## src/rtl/spi_chan_pkg.sv

```systemverilog
package spi_chan_pkg;
   typedef enum logic [1:0] {
      XFER_DUPLEX  = 2'b00,
      XFER_RX_ONLY = 2'b01,
      XFER_TX_ONLY = 2'b10,
      XFER_RSVD    = 2'b11
   } xfer_mode_e;
endpackage

```

## src/rtl/spi_sclk_gen.sv

```systemverilog
module spi_sclk_gen #(
   parameter int CLK_DIV = 4
) (
   input  logic clk,
   input  logic rst_n,
   input  logic run,
   output logic sclk,
   output logic rise_tick,
   output logic fall_tick
);
   localparam int HALF = CLK_DIV / 2;
   localparam int CW   = (HALF > 1) ? $clog2(HALF) : 1;

   logic [CW-1:0] cnt;
   logic          sclk_q;
   logic          term;

   assign term      = (cnt == CW'(HALF - 1));
   assign rise_tick = run && term && !sclk_q;
   assign fall_tick = run && term && sclk_q;
   assign sclk      = sclk_q;

   always_ff @(posedge clk or negedge rst_n) begin
      if (!rst_n) begin
         cnt    <= '0;
         sclk_q <= 1'b0;
      end else if (!run) begin
         cnt    <= '0;
         sclk_q <= 1'b0;
      end else if (term) begin
         cnt    <= '0;
         sclk_q <= ~sclk_q;
      end else begin
         cnt <= cnt + 1'b1;
      end
   end


   sclk_rest_chk: assert property (@(posedge clk) disable iff (!rst_n)
      !run |=> !sclk_q);
endmodule

```

## src/rtl/spi_word_shifter.sv

```systemverilog
module spi_word_shifter #(
   parameter int WORD_W    = 8,
   parameter bit MSB_FIRST = 1'b1
) (
   input  logic              clk,
   input  logic              rst_n,
   input  logic              start,
   input  logic [WORD_W-1:0] din,
   input  logic              rise,
   input  logic              fall,
   input  logic              miso,
   output logic              busy,
   output logic              mosi,
   output logic              done,
   output logic [WORD_W-1:0] dout
);
   localparam int BW = $clog2(WORD_W);

   logic [WORD_W-1:0] sh_tx, sh_rx, tx_next, rx_next;
   logic [BW-1:0]     bit_cnt;
   logic              last;

   generate
      if (MSB_FIRST) begin : g_msb
         assign mosi    = sh_tx[WORD_W-1];
         assign tx_next = {sh_tx[WORD_W-2:0], 1'b0};
         assign rx_next = {sh_rx[WORD_W-2:0], miso};
      end else begin : g_lsb
         assign mosi    = sh_tx[0];
         assign tx_next = {1'b0, sh_tx[WORD_W-1:1]};
         assign rx_next = {miso, sh_rx[WORD_W-1:1]};
      end
   endgenerate

   assign last = (bit_cnt == BW'(WORD_W - 1));
   assign done = fall && last;
   assign dout = sh_rx;

   always_ff @(posedge clk or negedge rst_n) begin
      if (!rst_n) begin
         busy    <= 1'b0;
         sh_tx   <= '0;
         sh_rx   <= '0;
         bit_cnt <= '0;
      end else if (!busy) begin
         if (start) begin
            busy    <= 1'b1;
            sh_tx   <= din;
            bit_cnt <= '0;
         end
      end else begin
         if (rise) sh_rx <= rx_next;
         if (fall) begin
            if (last) begin
               busy <= 1'b0;
            end else begin
               bit_cnt <= bit_cnt + 1'b1;
               sh_tx   <= tx_next;
            end
         end
      end
   end


   word_end_chk: assert property (@(posedge clk) disable iff (!rst_n)
      done |=> !busy);
endmodule

```

## src/rtl/spi_chan_ctl.sv

```systemverilog
module spi_chan_ctl
   import spi_chan_pkg::*;
#(
   parameter int WORD_W    = 8,
   parameter int CLK_DIV   = 4,
   parameter bit MSB_FIRST = 1'b1
) (
   input  logic              clk,
   input  logic              rst_n,
   input  logic [1:0]        mode,
   input  logic              tx_wr,
   input  logic [WORD_W-1:0] tx_wdata,
   input  logic              rx_rd,
   output logic [WORD_W-1:0] rx_rdata,
   output logic              tx_empty,
   output logic              tx_underflow,
   output logic              rx_full,
   output logic              rx_overflow,
   output logic              eot,
   output logic              sclk,
   output logic              mosi,
   input  logic              miso,
   output logic              cs_n
);
   generate
      if (CLK_DIV < 2 || (CLK_DIV % 2) != 0) begin : g_bad_div
         $error("CLK_DIV must be even and at least 2");
      end
      if (WORD_W < 2) begin : g_bad_w
         $error("WORD_W must be at least 2");
      end
   endgenerate

   xfer_mode_e        md;
   logic              rx_only, tx_only;
   logic              busy, start, done, rise, fall;
   logic [WORD_W-1:0] tx_hold, rx_hold, sh_out;
   logic              tx_valid;

   assign md      = xfer_mode_e'(mode);
   assign rx_only = (md == XFER_RX_ONLY);
   assign tx_only = (md == XFER_TX_ONLY);
   assign start   = !busy && (rx_only ? !rx_full : tx_valid);

   spi_sclk_gen #(.CLK_DIV(CLK_DIV)) u_clk (
      .clk(clk), .rst_n(rst_n), .run(busy),
      .sclk(sclk), .rise_tick(rise), .fall_tick(fall)
   );

   spi_word_shifter #(.WORD_W(WORD_W), .MSB_FIRST(MSB_FIRST)) u_shift (
      .clk(clk), .rst_n(rst_n), .start(start), .din(tx_hold),
      .rise(rise), .fall(fall), .miso(miso),
      .busy(busy), .mosi(mosi), .done(done), .dout(sh_out)
   );

   always_ff @(posedge clk or negedge rst_n) begin
      if (!rst_n) begin
         tx_hold      <= '0;
         tx_valid     <= 1'b0;
         tx_underflow <= 1'b0;
      end else begin
         if (tx_wr) begin
            tx_hold      <= tx_wdata;
            tx_valid     <= 1'b1;
            tx_underflow <= 1'b0;
         end else begin
            if (start && !rx_only) tx_valid <= 1'b0;
            if (done && !tx_valid) tx_underflow <= 1'b1;
         end
      end
   end

   always_ff @(posedge clk or negedge rst_n) begin
      if (!rst_n) begin
         rx_hold     <= '0;
         rx_full     <= 1'b0;
         rx_overflow <= 1'b0;
      end else if (done && !tx_only) begin
         rx_hold <= sh_out;
         rx_full <= 1'b1;
         if (rx_full && !rx_rd) rx_overflow <= 1'b1;
         else if (rx_rd)        rx_overflow <= 1'b0;
      end else if (rx_rd) begin
         rx_full     <= 1'b0;
         rx_overflow <= 1'b0;
      end
   end

   assign rx_rdata = rx_hold;
   assign tx_empty = !tx_valid;
   assign eot      = !busy;
   assign cs_n     = !busy;


   rx_gate_chk: assert property (@(posedge clk) disable iff (!rst_n)
      (rx_only && done) |-> !rx_full);

   tx_keep_chk: assert property (@(posedge clk) disable iff (!rst_n)
      (rx_only && !tx_empty) |=> !tx_empty);

   no_underflow_chk: assert property (@(posedge clk) disable iff (!rst_n)
      (rx_only && !tx_empty && !tx_underflow) |=> !tx_underflow);

   cs_word_chk: assert property (@(posedge clk) disable iff (!rst_n)
      start |=> (!cs_n && !eot));

   rx_fill_chk: assert property (@(posedge clk) disable iff (!rst_n)
      (done && !tx_only) |=> rx_full);

   sclk_idle_chk: assert property (@(posedge clk) disable iff (!rst_n)
      cs_n |-> !sclk);

   fd_gate_chk: assert property (@(posedge clk) disable iff (!rst_n)
      (!busy && !rx_only && tx_empty) |=> eot);
endmodule

```

## config.mk

```make
export PLATFORM = sky130hd
export DESIGN_NAME = spi_chan_ctl
export DESIGN_NICKNAME = d
export VERILOG_FILES = /design/src/rtl/spi_chan_pkg.sv /design/src/rtl/spi_sclk_gen.sv /design/src/rtl/spi_word_shifter.sv /design/src/rtl/spi_chan_ctl.sv
export SDC_FILE = /design/constraint.sdc
export NUM_CORES = 1
export LEC_CHECK = 0
export BUFFER_PORTS_ARGS = -buffer_cell sky130_fd_sc_hd__clkbuf_2
export CORE_AREA = 5 5 66 68
export CTS_BUF_LIST = sky130_fd_sc_hd__clkbuf_16
export DETAILED_ROUTE_END_ITERATION = 12
export DIE_AREA = 0 0 71 73
export HOLD_SLACK_MARGIN = 0.06
export MAX_ROUTING_LAYER = met4
export PLACE_DENSITY = 0.73
export SKIP_CTS_REPAIR_TIMING = 1
export SYNTH_ARGS = -nofsm -noshare
export SYNTH_HDL_FRONTEND = slang
export SYNTH_SLANG_ARGS = --single-unit
```

## constraint.sdc

```tcl
create_clock -name clk -period 1.7 [get_ports clk]
set_input_delay 0.17 -clock clk [delete_from_list [all_inputs] [get_ports clk]]
set_output_delay 0.17 -clock clk [all_outputs]
set_load 0.03 [all_outputs]
```

; Word level (Yosys, flattened, before mapping)
; Cells that the tools add are included.
[totals]
latchBits = 0
ramBits = 0
memories = 0
mem_bits_ro = 0
inputBits = 15
regBits = 42
[classes]
magnitude_cmp = 0
multipliers = 0
n_bitwise = 1
mux = 26
reduce_logical = 22
n_addsub = 2
shifts = 0
n_div = 0
eq_ne = 6
[op_table]
columns = op, n
row1 = $mux W8, 4
row2 = $mux W1, 18
row3 = $mux W3, 4
row4 = $logic_and A1 B1 Y1, 9
row5 = $reduce_bool A2 Y1, 4
row6 = $logic_not A1 Y1, 7
row7 = $ne A2 B2 Y1 const B, 2
row8 = $add A3 B1 Y3 const B, 1
row9 = $eq A3 B3 Y1 const B, 1
row10 = $reduce_and A3 Y1, 1
row11 = $eq A2 B1 Y1 const B, 1
row12 = $eq A2 B2 Y1 const B, 1
row13 = $ne A2 B1 Y1 const B, 1
row14 = $reduce_and A2 Y1, 1
row15 = $add A1 B1 Y1 const B, 1
row16 = $not A1 Y1, 1

; Depth between registers and ports, before layout
[logic_depth]
depth_word = 6
mapped_depth = 6

; Cells and area by module
; A second synthesis with hierarchy kept.
[unflattened]
cells_unflattened = 134
hier_area_um2 = 1712.9
[by_module_without_submodules]
columns = mod, area_each_um2, instances, cells_per_inst
row1 = spi_word_shifter, 843.3, 1, 73
row2 = spi_chan_ctl, 780.7, 1, 53
row3 = spi_sclk_gen, 88.8, 1, 8

; Worst setup path after synthesis
; No wires, ideal clock.
[synth_timing]
path_kind = reg2reg
start = reg u_shift.bit_cnt[0]
end = reg u_shift.sh_tx[0]
setup_ns = 0.121
path_slack_ns = 0.024
t_required_ns = 1.579
path_stages_with_launch = 7
n_path_buf = 1
period_less_slack_ns = 1.676
t_arrival_ns = 1.555
cell_sequence = dfrtp_1 ha_1 ha_1 nand4b_1 o211a_2 buf_6 a22o_1
[synth_via]
elab_chain_cells = 3
[synth_lines]
columns = item, line_no
row1 = from (decl), spi_word_shifter.sv:20  ; logic [BW-1:0] bit_cnt;
row2 = from (signal assigned), spi_word_shifter.sv:57  ; bit_cnt <= bit_cnt + 1'b1;
row3 = $eq A3 B3 Y1, spi_word_shifter.sv:35  ; assign last = (bit_cnt == BW'(WORD_W - 1));
row4 = $ne A2 B2 Y1 (no source line), --
row5 = $reduce_and A3 Y1 (no source line), --
row6 = to (signal assigned), spi_word_shifter.sv:48  ; sh_tx <= din;
row7 = to (signal assigned), spi_word_shifter.sv:58  ; sh_tx <= tx_next;
row8 = to (decl), spi_word_shifter.sv:19  ; logic [WORD_W-1:0] sh_tx, sh_rx, tx_next, rx_next;
; Every way passes these cells.
; A chain may end at the register's enable or synchronous reset.

; Final worst setup path
[layout_timing]
start = reg u_shift.bit_cnt[0]
end = reg u_shift.bit_cnt[0]
[layout_via]
elab_chain_cells = 4
[layout_lines]
columns = item, line_no
row1 = $add A3 B1 Y3, spi_word_shifter.sv:57
row2 = $mux W3, spi_word_shifter.sv:54  ; if (last) begin
row3 = $mux W3, spi_word_shifter.sv:53  ; if (fall) begin
row4 = $mux W3, spi_word_shifter.sv:45  ; end else if (!busy) begin
; Parallel ways exist; a longest one is shown, timed or not. The select of a mux whose other input is x is not followed.

==> qor.yml <==
synth:
  yosys_warnings: 0
  synth.largest_area_cell: "dfrtp_1"
  ys_ff_latch: 42
  synth_area_um2: 1760
  synth_top_area_share_pct: 59.8
  syn_inst: 138
  syn-num-nets: 155
  ys_seq_area_share_pct: 59.8
  avgSynthCellArea_um2: 12.7
  ys_top_cells_by_area: "dfrtp_1, mux2_2, a221oi_2, inv_1, nor2_1"
  ys_types: 26
cells_and_area:
  post-route-util_pct: 57.4
  area_delta_synth_final_pct: 24.1
  final_nets: 195
  most-common-layout-cells: "dfrtp_1, clkbuf_2, inv_1"
  n_antenna_cell: 0
  drive_above_1_share_pct: 42.5
  mostFrequentLayoutCell: "dfrtp_1"
detailed_routing:
  vias: 1145
  drt_iter0_markers: 68
  vias_per_cell: 5.00
  drtAntennaViolNets: 0
  drc: 0
  drt-total-wl_um: 3350
  wire_per_inst_um: 14.6
  dr.pass1.iters: 7
timing:
  setup_viol: 0
  tightestPinTransition_ps: 599
  relSlewSlack_pct: 60.1
  max_freq_mhz: 604
  finalCritPeriodShare_pct: 97.4
  holdWs_ps: 93.2
  hold_violations: 0
  finalMaxSlewViolations: 0
  min_period_ps: 1660
  finalClockSkew_ps: 4.88
cts:
  path_clk_slew_ps: 60
  clk_path_buf_depth: 2
  clk-insertion-delay-late_ps: 290
  cts_root_buffer: "clkbuf_16"
  cts.sinks: 42
  htree_levels: 2
  cts_tree: "built"
  numCtsBuffers: 5
setup_path:
  crit_type: "reg2reg"
  slowest_delay_ps: 390
  worstRegToRegCells: 5
  cpMostUsedCell: "ha_2"
  cpMaxStageDelayCell: "dfrtp_1"
  r2r_end: "u_shift.bit_cnt[0]"
  timing.critical_path.from: "u_shift.bit_cnt[0]"
  rrSetupSlack_ps: 40
  cp-start-kind: "register"
  r2r_start: "u_shift.bit_cnt[0]"
  crit_fanout: 6
  crit_required_ps: 1870
  cp_cell_sequence: "ha_2, ha_2, nand4b_1, o211a_4, mux2_4"
  cp-end-kind: "register"
  cp_data_arrival_time_ps: 1820
power:
  ir_drop_mv: 0.925
  p_per_area_nw_per_um2: 1920
  p_leak_uw: 0.00111
status:
  status: "finished, final reports clean"
grt:
  grt-ovfl-total: 0
  grt_use_total_pct: 14.5
  antenna_found_initial: 0
  grt_pass1_vias: 1122
  grt_pass1_wl_um: 5430
  grt_max_degree: 43
placement:
  place_congestion: 0.765
  io_buffers: 30
  dp_hpwl_um: 2330
floorplanning:
  die_w_um: 71
  start_util_pct: 46.3
  die-area_um2: 5180
  die_y_um: 73
  core_area_um2: 3800
  num_io_pins: 31
  rows: 23
min_path:
  hold_class: "in2reg"
  hold_depth: 3
  min_from: "tx_wdata[3]"
  min_to: "tx_hold[3]"
flow_run:
  max_cap_viol_count: 0
state kept, by name (all words and copies together) (netlist names):
signal           cells
rx_rdata             8
tx_hold              8
u_shift.dout         8
u_shift.sh_tx        8
u_shift.bit_cnt      3
rx_full              1
rx_overflow          1
tx_underflow         1
tx_valid             1
u_clk.cnt            1
u_clk.sclk           1
u_shift.busy         1
critical path: cells and delay by family (launching register included):
kind / cells / cell delay (ps)
adders and majority gates: 2 / 370
DFF: 1 / 390
AOI/OAI and AO/OA: 1 / 240
muxes: 1 / 270
and+or+nand+nor: 1 / 260
how the worst max path moves through the flow:
stage / to / slack [ps] / cells after the start
after global routing: u_shift.bit_cnt[0] / -20 / 5
after detailed placement: u_shift.bit_cnt[0] / -6 / 5
after global placement: u_shift.bit_cnt[0] / 110 / 5
final: u_shift.bit_cnt[0] / 40 / 5
after floorplan: u_shift.sh_tx[0] / 20 / 6
after CTS: u_shift.bit_cnt[0] / -10 / 5
per-stage QoR:
step                      TNS, ps  cell area (um2)  total power, uW  cells  setup WS (ps)
after global routing        -17.0             2180             4460    229          -17.0
after floorplan                 0             1760             2730    138           24.5
after global placement          0             1970             3000    218            113
final                           0             2180             4190    229           43.4
after CTS                   -14.9             2130             4150    226          -14.9
after detailed placement    -6.24             1970             3090    218          -6.24
power breakdown:
part	total [uW]	switching [uW]	internal (uW)	leakage (uW)
clock	1050	367	682	0.0000864
combinational	1550	840	709	0.000508
sequential	1590	227	1360	0.000513
total	4190	1430	2750	0.00111
area by class of cell:
| class | count | area (um2) |
|---|---|---|
| Multi-Input combinational cell | 74 | 628 |
| Sequential cell | 42 | 1050 |
| Timing Repair Buffer | 37 | 209 |
| Inverter | 18 | 67.6 |
| Clock inverter | 3 | 37.5 |
| Fill cell | 328 | 1620 |
| Clock buffer | 5 | 125 |
| Tap cell | 50 | 62.6 |
cell usage after synthesis:
master    count
dfrtp_1      42
inv_1        18
mux2_2       18
nor2_1       11
o21ai_0       8
a221oi_2      7
nand2_1       7
a22o_1        4
buf_6         2
clkbuf_1      2
ha_1          2
nand2b_1      2
nor2b_1       2
a21o_1        1
a21oi_2       1
buf_4         1
nand3_1       1
nand3b_1      1
nand4_1       1
nand4b_1      1
o211a_2       1
o21ai_2       1
o21ba_2       1
or2_2         1
or4b_4        1
xnor2_1       1
cell families after synthesis:
family | synth area share [%]
flip-flops | 59.8
AND/OR/NAND/NOR | 7.97
AO/OA/AOI/OAI | 12.8
buffers and inverters | 5.98
multiplexers | 11.5
adder cells (fa/ha/maj) | 1.42
XOR/XNOR | 0.498
routing by layer:
| metal | GRT usage, % | wire, um |
|---|---|---|
| met1 | 17.8 | 1500 |
| met2 | 21.0 | 1610 |
| met3 | 5.65 | 181 |
| met4 | 6.89 | 63 |
| met5 | - | 0 |
No activity file was read; power rests on OpenSTA's default activity.
